## config.mk

```make
export PLATFORM = sky130hd
export DESIGN_NAME = keymatrix_ps2
export DESIGN_NICKNAME = d
export VERILOG_FILES = /design/src/rtl/keymatrix_pkg.sv /design/src/rtl/keymatrix_ctrl.sv /design/src/rtl/keymatrix_dp.sv /design/src/rtl/keymatrix_ps2.sv
export SDC_FILE = /design/constraint.sdc
export NUM_CORES = 1
export LEC_CHECK = 0
export BUFFER_PORTS_ARGS = -buffer_cell sky130_fd_sc_hd__buf_2
export CORE_UTILIZATION = 28
export CTS_BUF_LIST = sky130_fd_sc_hd__clkbuf_8
export DETAILED_ROUTE_END_ITERATION = 10
export GPL_TIMING_DRIVEN = 0
export SYNTH_ARGS = -nofsm -noshare
export SYNTH_HDL_FRONTEND = slang
export SYNTH_HIERARCHICAL = 1
export SYNTH_SLANG_ARGS = --single-unit
```

## constraint.sdc

```tcl
create_clock -name clk -period 3.8 [get_ports clk]
set_clock_uncertainty 0.1 [all_clocks]
set_input_delay 0.19 -clock clk [delete_from_list [all_inputs] [get_ports clk]]
set_output_delay 0.19 -clock clk [all_outputs]
set_load 0.01 [all_outputs]
```

## src/rtl/keymatrix_pkg.sv

```systemverilog
package keymatrix_pkg;
  localparam int COL_W      = 4;
  localparam int ROW_W      = 3;
  localparam int NUM_COLS   = 1 << COL_W;
  localparam int NUM_ROWS   = 1 << ROW_W;
  localparam int DIP_W      = 8;
  localparam int DIP_COL0   = 2;
  localparam int CODE_W     = 8;
  localparam int FRAME_BITS = 11;
  localparam int CNT_W      = $clog2(FRAME_BITS);
  localparam logic [CODE_W-1:0] CODE_UP  = 8'hF0;
  localparam logic [CODE_W-1:0] CODE_EXT = 8'hE0;

  // strobe from receiver control to matrix datapath
  typedef struct packed {
    logic              keyEvt;
    logic              isUp;
    logic              extended;
    logic [CODE_W-1:0] code;
  } keyStrobe_t;

  typedef struct packed {
    logic             hit;
    logic             isBreak;
    logic [COL_W-1:0] col;
    logic [ROW_W-1:0] row;
  } keyPos_t;

  function automatic keyPos_t mk(input int c, input int r, input logic brk);
    keyPos_t p;
    p.hit     = 1'b1;
    p.isBreak = brk;
    p.col     = COL_W'(c);
    p.row     = ROW_W'(r);
    return p;
  endfunction

  function automatic keyPos_t lookupKey(input logic ext, input logic [CODE_W-1:0] code);
    keyPos_t p;
    p = '0;
    if (ext) begin
      case (code)
        8'h75:   p = mk(9, 3, 1'b0);
        8'h6B:   p = mk(9, 1, 1'b0);
        default: p = '0;
      endcase
    end else begin
      case (code)
        8'h12:   p = mk(0, 0, 1'b0);
        8'h14:   p = mk(1, 0, 1'b0);
        8'h1C:   p = mk(1, 4, 1'b0);
        8'h1B:   p = mk(1, 5, 1'b0);
        8'h29:   p = mk(2, 6, 1'b0);
        8'h5A:   p = mk(9, 4, 1'b0);
        8'h76:   p = mk(0, 7, 1'b0);
        8'h75:   p = mk(12, 2, 1'b0);
        8'h09:   p = mk(0, 0, 1'b1);
        default: p = '0;
      endcase
    end
    return p;
  endfunction
endpackage

```

## src/rtl/keymatrix_ctrl.sv

```systemverilog
module keymatrix_ctrl
  import keymatrix_pkg::*;
(
  input  logic       clk,
  input  logic       rstN,
  input  logic       ps2Clk,
  input  logic       ps2Data,
  output keyStrobe_t keyStb
);
  logic [1:0]            clkSync, datSync;
  logic                  clkPrev;
  logic [CNT_W-1:0]      bitCnt;
  logic [FRAME_BITS-1:0] frameSr, nextSr;
  logic                  upPend, extPend;
  logic                  fallEdge, lastBit, frameOk, idleBit;
  logic [CODE_W-1:0]     rxByte;

  assign fallEdge = clkPrev & ~clkSync[1];
  assign nextSr   = {datSync[1], frameSr[FRAME_BITS-1:1]};
  assign idleBit  = (bitCnt == '0) && datSync[1];
  assign lastBit  = fallEdge && (bitCnt == CNT_W'(FRAME_BITS - 1));
  // start low, stop high, odd parity over data plus parity bit
  assign frameOk  = !nextSr[0] && nextSr[FRAME_BITS-1] && (^nextSr[CODE_W+1:1]);
  assign rxByte   = nextSr[CODE_W:1];

  always_ff @(posedge clk or negedge rstN) begin
    if (!rstN) begin
      clkSync <= '1;
      datSync <= '1;
      clkPrev <= 1'b1;
      bitCnt  <= '0;
      frameSr <= '0;
      upPend  <= 1'b0;
      extPend <= 1'b0;
      keyStb  <= '0;
    end else begin
      clkSync       <= {clkSync[0], ps2Clk};
      datSync       <= {datSync[0], ps2Data};
      clkPrev       <= clkSync[1];
      keyStb.keyEvt <= 1'b0;
      if (fallEdge && !idleBit) begin
        frameSr <= nextSr;
        bitCnt  <= lastBit ? '0 : bitCnt + 1'b1;
        if (lastBit && frameOk) begin
          if (rxByte == CODE_UP) begin
            upPend <= 1'b1;
          end else if (rxByte == CODE_EXT) begin
            extPend <= 1'b1;
          end else begin
            keyStb.keyEvt   <= 1'b1;
            keyStb.isUp     <= upPend;
            keyStb.extended <= extPend;
            keyStb.code     <= rxByte;
            upPend          <= 1'b0;
            extPend         <= 1'b0;
          end
        end
      end
    end
  end
endmodule

```

## src/rtl/keymatrix_dp.sv

```systemverilog
module keymatrix_dp
  import keymatrix_pkg::*;
(
  input  logic             clk,
  input  logic             rstN,
  input  logic             tick1us,
  input  logic             autoScan,
  input  logic [COL_W-1:0] colSel,
  input  logic [ROW_W-1:0] rowSel,
  input  logic [DIP_W-1:0] dipSw,
  input  keyStrobe_t       keyStb,
  output logic             keyDown,
  output logic             anyKey,
  output logic             breakKey,
  output logic [COL_W-1:0] scanCol
);
  logic [NUM_COLS-1:0][NUM_ROWS-1:0] keyMat, colView;
  logic [NUM_COLS-1:0]               colHigh;
  logic [COL_W-1:0]                  colCnt;
  logic                              breakReg;
  keyPos_t                           pos;

  assign pos = lookupKey(keyStb.extended, keyStb.code);

  always_ff @(posedge clk or negedge rstN) begin
    if (!rstN) begin
      keyMat   <= '0;
      breakReg <= 1'b0;
      colCnt   <= '0;
    end else begin
      if (autoScan) begin
        if (tick1us) colCnt <= colCnt + 1'b1;
      end else begin
        colCnt <= colSel;
      end
      if (keyStb.keyEvt && pos.hit) begin
        if (pos.isBreak) breakReg <= !keyStb.isUp;
        else             keyMat[pos.col][pos.row] <= !keyStb.isUp;
      end
    end
  end

  for (genvar c = 0; c < NUM_COLS; c++) begin : g_col
    if (c >= DIP_COL0 && c < DIP_COL0 + DIP_W) begin : g_dip
      assign colView[c] = {keyMat[c][NUM_ROWS-1:1], dipSw[c-DIP_COL0]};
    end else begin : g_key
      assign colView[c] = keyMat[c];
    end
    assign colHigh[c] = |keyMat[c][NUM_ROWS-1:1];
  end

  assign keyDown  = colView[colCnt][rowSel];
  assign anyKey   = |colHigh;
  assign breakKey = breakReg;
  assign scanCol  = colCnt;
endmodule

```

## src/rtl/keymatrix_ps2.sv

```systemverilog
module keymatrix_ps2
  import keymatrix_pkg::*;
(
  input  logic             clk,
  input  logic             rstN,
  input  logic             tick1us,
  input  logic             ps2Clk,
  input  logic             ps2Data,
  input  logic             autoScan,
  input  logic [COL_W-1:0] colSel,
  input  logic [ROW_W-1:0] rowSel,
  input  logic [DIP_W-1:0] dipSw,
  output logic             keyDown,
  output logic             anyKey,
  output logic             breakKey,
  output logic [COL_W-1:0] scanCol
);
  keyStrobe_t keyStb;

  keymatrix_ctrl u_ctrl (
    .clk(clk), .rstN(rstN), .ps2Clk(ps2Clk), .ps2Data(ps2Data), .keyStb(keyStb)
  );

  keymatrix_dp u_dp (
    .clk(clk), .rstN(rstN), .tick1us(tick1us), .autoScan(autoScan),
    .colSel(colSel), .rowSel(rowSel), .dipSw(dipSw), .keyStb(keyStb),
    .keyDown(keyDown), .anyKey(anyKey), .breakKey(breakKey), .scanCol(scanCol)
  );
endmodule

```

==> results of run 1 <==
## cell usage after synthesis, drive strengths merged (5+ instances only)
cell type  count
nor4          31
o221ai         5
mux2          15
nand4         10
clkbuf       117
mux4          32
nand3          8
inv           13
dfstp          5
buf           13
mux2i          6
ha             9
nand2         18
o31ai          7
nor2b          9
o21ai         15
a21oi          9
a31oi          5
dfrtp        152
nor2          10
## timing repair
action / CTS / global route
endpoints found under the setup margin: 0 / 0
resized for setup: 0 / 0
endpoints found under the hold margin: 74 / 0
hold buffers: 12 / 0
## area by class of cell
| class | instances | area, sq um |
|---|---|---|
| Clock inverter | 14 | 205 |
| Tap cell | 324 | 405 |
| Timing Repair Buffer | 39 | 284 |
| Multi-Input combinational cell | 254 | 2440 |
| Inverter | 13 | 48.8 |
| Fill cell | 2412 | 16200 |
| Clock buffer | 17 | 234 |
| Sequential cell | 157 | 3940 |
| Buffer | 130 | 536 |
## power by group
part / leakage (nW) / switching (mW) / internal [mW]
clock: 0.219 / 0.654 / 0.729
combinational: 1.33 / 0.406 / 0.425
sequential: 2.15 / 0.0961 / 1.76
## per-layer routing
metal | routed length (um) | share of wire (%)
met1 | 6470 | 47
met2 | 6490 | 47
met3 | 692 | 5.0
met4 | 160 | 1.2
met5 | 0 | 0
## cells by family after synthesis
group / Yosys count / synth area share (%)
buffers and inverters: 143 / 8.39
xor gates and xnor gates: 7 / 1.64
DFF: 157 / 56.5
muxes: 53 / 14.8
AOI/OAI and AO/OA: 70 / 7.19
and+or+nand+nor: 115 / 9.87
adders and majority gates: 9 / 1.62
## worst min-delay path by stage
stage                       from                            to  slack, ns  cells past startpoint
after floorplan             rstN  u_ctrl/bitCnt[0]$_DFFE_PN0P_      -0.21                      0
after global placement    ps2Clk   u_ctrl/clkSync[0]$_DFF_PN1_       0.19                      1
after detailed placement    rstN  u_dp/colView[96]$_DFFE_PN0P_       0.16                      1
after CTS                   rstN  u_dp/colView[96]$_DFFE_PN0P_       0.22                      2
after global routing      ps2Clk   u_ctrl/clkSync[0]$_DFF_PN1_       0.25                      2
final                       rstN  u_dp/colView[96]$_DFFE_PN0P_       0.20                      2
## worst reg2reg max path: stages, from the launching register on
cell,delay (ns)
dfrtp_1,0.39
buf_4,0.21
buf_2,0.32
buf_2,0.34
nand4_1,0.15
xor2_1,0.18
a21oi_1,0.13
dlygate4sd3_1,0.55
## through the flow
stage / setup slack [ns] / util [%]
2_1_floorplan: 1.34 / -
5_1_grt: 0.264 / 33.3
6_report: 0.383 / 33.3
3_3_place_gp: 0.0943 / 30.8
4_1_cts: 0.349 / 33.3
3_5_place_dp: 0.861 / 31.0
## flip-flops by register name (all words and copies together), names as in the netlist
register        cells
u_ctrl/bitCnt       4
u_ctrl/clkPrev      1
u_ctrl/clkSync      2
u_ctrl/datSync      2
u_ctrl/extPend      1
u_ctrl/frameSr     10
u_ctrl/keyStb      11
u_ctrl/upPend       1
u_dp/breakKey       1
u_dp/colView      120
u_dp/scanCol        4
## cells in the final DEF (no fill, tap or decap), types with 4 or more instances in the layout
cell type / Yosys / final
nor4_1: 31 / 31
o21ai_0: 11 / 11
a211o_1: 4 / 4
nand4_1: 10 / 10
dfstp_2: 5 / 5
ha_1: 9 / 9
mux4_2: 20 / 20
a31oi_1: 5 / 5
o22ai_1: 4 / 4
bufinv_16: 0 / 4
clkbuf_8: 0 / 17
clkbuf_1: 117 / 117
a21oi_1: 9 / 9
o221ai_1: 5 / 5
buf_2: 7 / 32
mux2_4: 9 / 9
a221oi_1: 4 / 4
mux2_2: 5 / 5
mux4_1: 12 / 12
mux2i_1: 6 / 6
nor2b_1: 9 / 9
dlygate4sd3_1: 0 / 12
nor2_1: 10 / 10
inv_1: 12 / 12
nand2_1: 18 / 18
dfrtp_1: 152 / 152
nand3_1: 7 / 7
o21ai_1: 4 / 4
o31ai_1: 7 / 7
==> flow_metrics.py, run 1 <==
metrics = {
    "status": {
        "status": "finished, final reports clean",
    },
    "timing": {
        "rsz0062_at_grt": "false",
        "finalCritPeriodShare_pct": 89.9,
        "tns_ns": 0,
        "finalSetupViolations": 0,
        "layout_min_cycle_time_ns": 3.42,
        "tightest_slew_ns": 0.682,
        "fin_hold_ws_ns": 0.198,
        "maxSlewViolCount": 0,
        "finalHoldViolations": 0,
        "slew_headroom_pct": 54.5,
        "fmax_mhz": 293,
    },
    "clock_network": {
        "cts_tree": "yes",
        "htreeDepth": 4,
        "clock_latency_ns": 0.45,
        "cts_root_buf": "clkbuf_8",
        "clockBufferDepth": 2,
        "path_clk_slew_ns": 0.09,
        "post_cts_buffers": 0,
        "cts_buffers": 17,
        "clock-sinks": 157,
    },
    "pwr": {
        "finalPower_mw": 4.07,
        "irDropWorstVdd_mv": 0.634,
        "p_per_area_mw_per_mm2": 503,
        "p_leak_nw": 3.70,
    },
    "critical_path": {
        "cpMaxStageDelayCell": "or4_1",
        "reg2regPathDepth": 7,
        "setup.worst_path.start": "u_dp/scanCol[1]$_DFFE_PN0P_",
        "crit_family": "buffers and inverters",
        "worstPathArrival_ns": 3.13,
        "crit_end": "keyDown",
        "crit_fanout": 10,
        "critPathBufInv": 4,
        "start_kind": "flop",
        "critPathCaptureType": "output port",
        "timing.rr.start": "u_dp/scanCol[1]$_DFFE_PN0P_",
        "cp_common_cell": "buf_2",
        "rrSetupSlack_ns": 1.37,
        "cp_cell_sequence": "buf_4 > buf_2 > buf_2 > mux4_2 > o221ai_1 > a221oi_1 > or4_1 > buf_2",
        "critical_path_required_ns": 3.51,
        "crit_type": "reg -> out",
        "r2r-end": "u_dp/scanCol[3]$_DFFE_PN0P_",
        "cp_slowest_stage_delay_ns": 0.57,
        "cp.depth": 8,
    },
    "floorplan": {
        "core-area_sq_mm": 0.0243,
        "dieArea_sq_mm": 0.0255,
        "die_height_um": 160,
        "pin_count": 28,
        "core.rowCount": 57,
        "die_w_um": 160,
        "start_util_pct": 28.6,
    },
    "synth": {
        "ys_seq_area_share_pct": 56.5,
        "yosys_warnings": 6,
        "yosysTopAreaCell": "dfrtp_1",
        "ys.flop_type": "dfrtp_1",
        "netlist-cell-type-count": 68,
        "syn-cell-area_sq_mm": 0.00696,
        "yosys-top-cells-area": "dfrtp_1 (55%), mux4_2 (6.5%), clkbuf_1 (6.3%)",
        "synth-edff-count": 0,
        "ys_ff_latch": 157,
        "synth.top_cell.area_share_pct": 54.6,
        "synth_cells": 554,
        "syn_avg_cell_area_sq_um": 12.6,
        "ys_async_sr_fraction_pct": 100,
        "syn_nets": 584,
    },
    "route": {
        "first_iter_violations": 364,
        "dr.pass1.iters": 5,
        "num_vias": 4348,
        "viasPerCell": 4.59,
        "ant_nets": 0,
        "wl_per_cell_um": 14.6,
        "drt_wl_total_um": 13800,
        "drc": 0,
    },
    "finish": {
        "diodes": 0,
        "area_growth_pct": 16.2,
        "drive_gt1_share_pct": 19.4,
        "stdcell_count": 948,
        "stdcell_area_sq_mm": 0.00809,
        "nNetsFinal": 642,
    },
    "global_route": {
        "use_met1_pct": 15.3,
        "gr-usage-met2_pct": 18.2,
        "grt_pass1_wl_um": 23100,
        "grt_max_degree": 85,
        "antenna_found_initial": 0,
        "use_met3_pct": 2.99,
        "grt_pass1_vias": 4416,
        "grt.total_usage_pct": 11.5,
        "busiest_layer": "met2",
        "grt-ovfl-total": 0,
    },
    "place": {
        "gp_congestion": 0.816,
        "portBuffers": 26,
        "dp.cells": 905,
        "place_area_sq_mm": 0.00753,
        "place_hpwl_um": 9690,
    },
    "min_path": {
        "hold_class": "in -> async",
    },
    "flow_run": {
        "drv_cap": 0,
    },
}
No activity file was read; power rests on OpenSTA's default activity.
==> run 2, diff against run 1 <==
- ABC_AREA: unset -> 0
- CORE_UTILIZATION: 28 -> 65
- PLACE_DENSITY: unset -> 0.83
- SETUP_SLACK_MARGIN: unset -> 0.5
==> flow_metrics.py, run 2 (synthesized netlist as in run 1, its figures left out) <==
metrics = {
    "status": {
        "status": "finished, final reports clean",
    },
    "global_route": {
        "grt_max_degree": 85,
        "grt_pass1_vias": 4810,
        "antenna_found_initial": 0,
        "busiest_layer": "met2",
        "use_met3_pct": 7.05,
        "grt-ovfl-total": 0,
        "use_met1_pct": 35.9,
        "gr-usage-met2_pct": 48.7,
        "grt.total_usage_pct": 28.9,
        "grt_pass1_wl_um": 23900,
    },
    "floorplan": {
        "start_util_pct": 67.1,
        "die_w_um": 105,
        "core.rowCount": 37,
        "pin_count": 28,
        "dieArea_sq_mm": 0.0111,
        "core-area_sq_mm": 0.0104,
        "die_height_um": 105,
    },
    "clock_network": {
        "cts_root_buf": "clkbuf_8",
        "cts_buffers": 17,
        "path_clk_slew_ns": 0.08,
        "cts_tree": "yes",
        "clockBufferDepth": 2,
        "clock-sinks": 157,
        "post_cts_buffers": 0,
        "clock_latency_ns": 0.44,
        "htreeDepth": 4,
    },
    "finish": {
        "nNetsFinal": 641,
        "diodes": 0,
        "layout_commonest_cell": "dfrtp_1",
        "drive_gt1_share_pct": 19.1,
        "final_core_util_pct": 74.9,
        "area_growth_pct": 11.6,
        "largest_register_ffs": 120,
        "layout_common_cells": "dfrtp_1 (151), clkbuf_1 (117), nor4_1 (31)",
    },
    "pwr": {
        "irDropWorstVdd_mv": 0.640,
        "p_leak_nw": 3.67,
        "p_sw_mw": 1.08,
        "pwr-share-clk_pct": 28.4,
        "p_per_area_mw_per_mm2": 489,
        "p_int_mw": 2.72,
        "seq_power_share_pct": 49.1,
        "p_sw_share_pct": 28.5,
        "p_comb_share_pct": 22.5,
    },
    "timing": {
        "layout_min_cycle_time_ns": 3.16,
        "finalCritPeriodShare_pct": 83.3,
        "rsz0062_at_grt": "false",
        "setup_ws_ns": 0.636,
        "finalSetupViolations": 0,
        "fin_hold_ws_ns": 0.0150,
        "tightest_slew_ns": 0.666,
        "tns_ns": 0,
        "fmax_mhz": 316,
        "slew_headroom_pct": 55.6,
        "maxSlewViolCount": 0,
        "finalHoldViolations": 0,
    },
    "critical_path": {
        "worstPathArrival_ns": 2.87,
        "rrSetupSlack_ns": 1.43,
        "timing.rr.start": "u_ctrl/keyStb[5]$_DFFE_PN0P_",
        "critPathCaptureType": "output port",
        "reg2regPathDepth": 5,
        "r2r-end": "u_dp/colView[13]$_DFFE_PN0P_",
        "crit_fanout": 10,
        "crit_type": "reg -> out",
        "critical_path_required_ns": 3.51,
        "crit_end": "keyDown",
        "start_kind": "flop",
        "setup.worst_path.start": "u_dp/scanCol[1]$_DFFE_PN0P_",
    },
    "route": {
        "viasPerCell": 6.14,
        "first_iter_violations": 294,
        "ant_nets": 0,
        "drc": 0,
        "drt_wl_total_um": 14500,
        "num_vias": 4658,
        "wl_per_cell_um": 19.1,
        "dr.pass1.iters": 6,
    },
    "place": {
        "place_hpwl_um": 10300,
        "preCtsSetupSlack_ns": 0.858,
        "portBuffers": 26,
        "gp_congestion": 0.953,
    },
    "min_path": {
        "hold_class": "in -> reg",
    },
    "flow_run": {
        "drv_cap": 0,
    },
}
-- run 2: cell count changes in the layout (fill, tap and decap cells not counted), sizes merged --
cell	change
buf	-1
bufinv	-4
clkbuf	+6
clkinv	+2
dlygate4sd3	-1
inv	-3
-- run 2: final cells by class --
type                            instances  area (sq um)
Clock buffer                           22           303
Tap cell                              136           170
Buffer                                130           547
Fill cell                             669          2600
Multi-Input combinational cell        254          2440
Inverter                               13          48.8
Sequential cell                       157          3940
Timing Repair Buffer                   38           274
Clock inverter                          9          46.3
-- run 2: worst min path at each step --
stage	from	to	slack, ns	cells past startpoint
global placement	ps2Data	u_ctrl/datSync[0]$_DFF_PN1_	0.20	1
finish	autoScan	u_dp/scanCol[3]$_DFFE_PN0P_	0.02	2
floorplan	rstN	u_ctrl/bitCnt[0]$_DFFE_PN0P_	-0.21	0
CTS	autoScan	u_dp/scanCol[3]$_DFFE_PN0P_	0.003	2
detailed placement	rstN	u_dp/scanCol[0]$_DFFE_PN0P_	0.15	1
global route	autoScan	u_dp/scanCol[3]$_DFFE_PN0P_	0.007	2
-- run 2: power groups by stage --
| stage | clock network (mW) | registers (mW) | logic [mW] |
|---|---|---|---|
| floorplan | 0 | 1.86 | 0.658 |
| global placement | 0 | 1.89 | 0.788 |
| detailed placement | 0 | 1.89 | 0.839 |
| CTS | 1.10 | 1.86 | 0.858 |
| global route | 1.18 | 1.88 | 0.927 |
| finish | 1.08 | 1.86 | 0.855 |
-- run 2: metrics by stage --
| stage | cells | power (mW) | cell area, sq um |
|---|---|---|---|
| after CTS | 759 | 3.82 | 7760 |
| after detailed placement | 717 | 2.73 | 7300 |
| after global routing | 759 | 3.99 | 7770 |
| after floorplan | 554 | 2.52 | 6960 |
| after global placement | 716 | 2.67 | 7260 |
| final | 759 | 3.80 | 7770 |
-- run 2: what timing repair did --
action	4_1_cts	5_1_grt
hold buffers	11	0
resized for setup	2	3
setup endpoints to repair	1	1
hold endpoints to repair	74	0
gates cloned	0	0
-- run 2: routing by layer --
metal  up-vias  wire (um)  share of wire (%)
met5         -          0                  0
met4         0        418                2.9
met3        37        855                5.9
met2       176       7480                 52
met1      2379       5730                 40
li1       2066          -                  -
-- run 2: critical path, cell delays in order (launching register included) --
cell and delay, ns:
dfrtp_1 0.38, buf_4 0.22, buf_6 0.20, buf_4 0.23, mux4_2 0.33, o221ai_1 0.20, a221oi_1 0.12, or4_1 0.56
buf_2 0.16
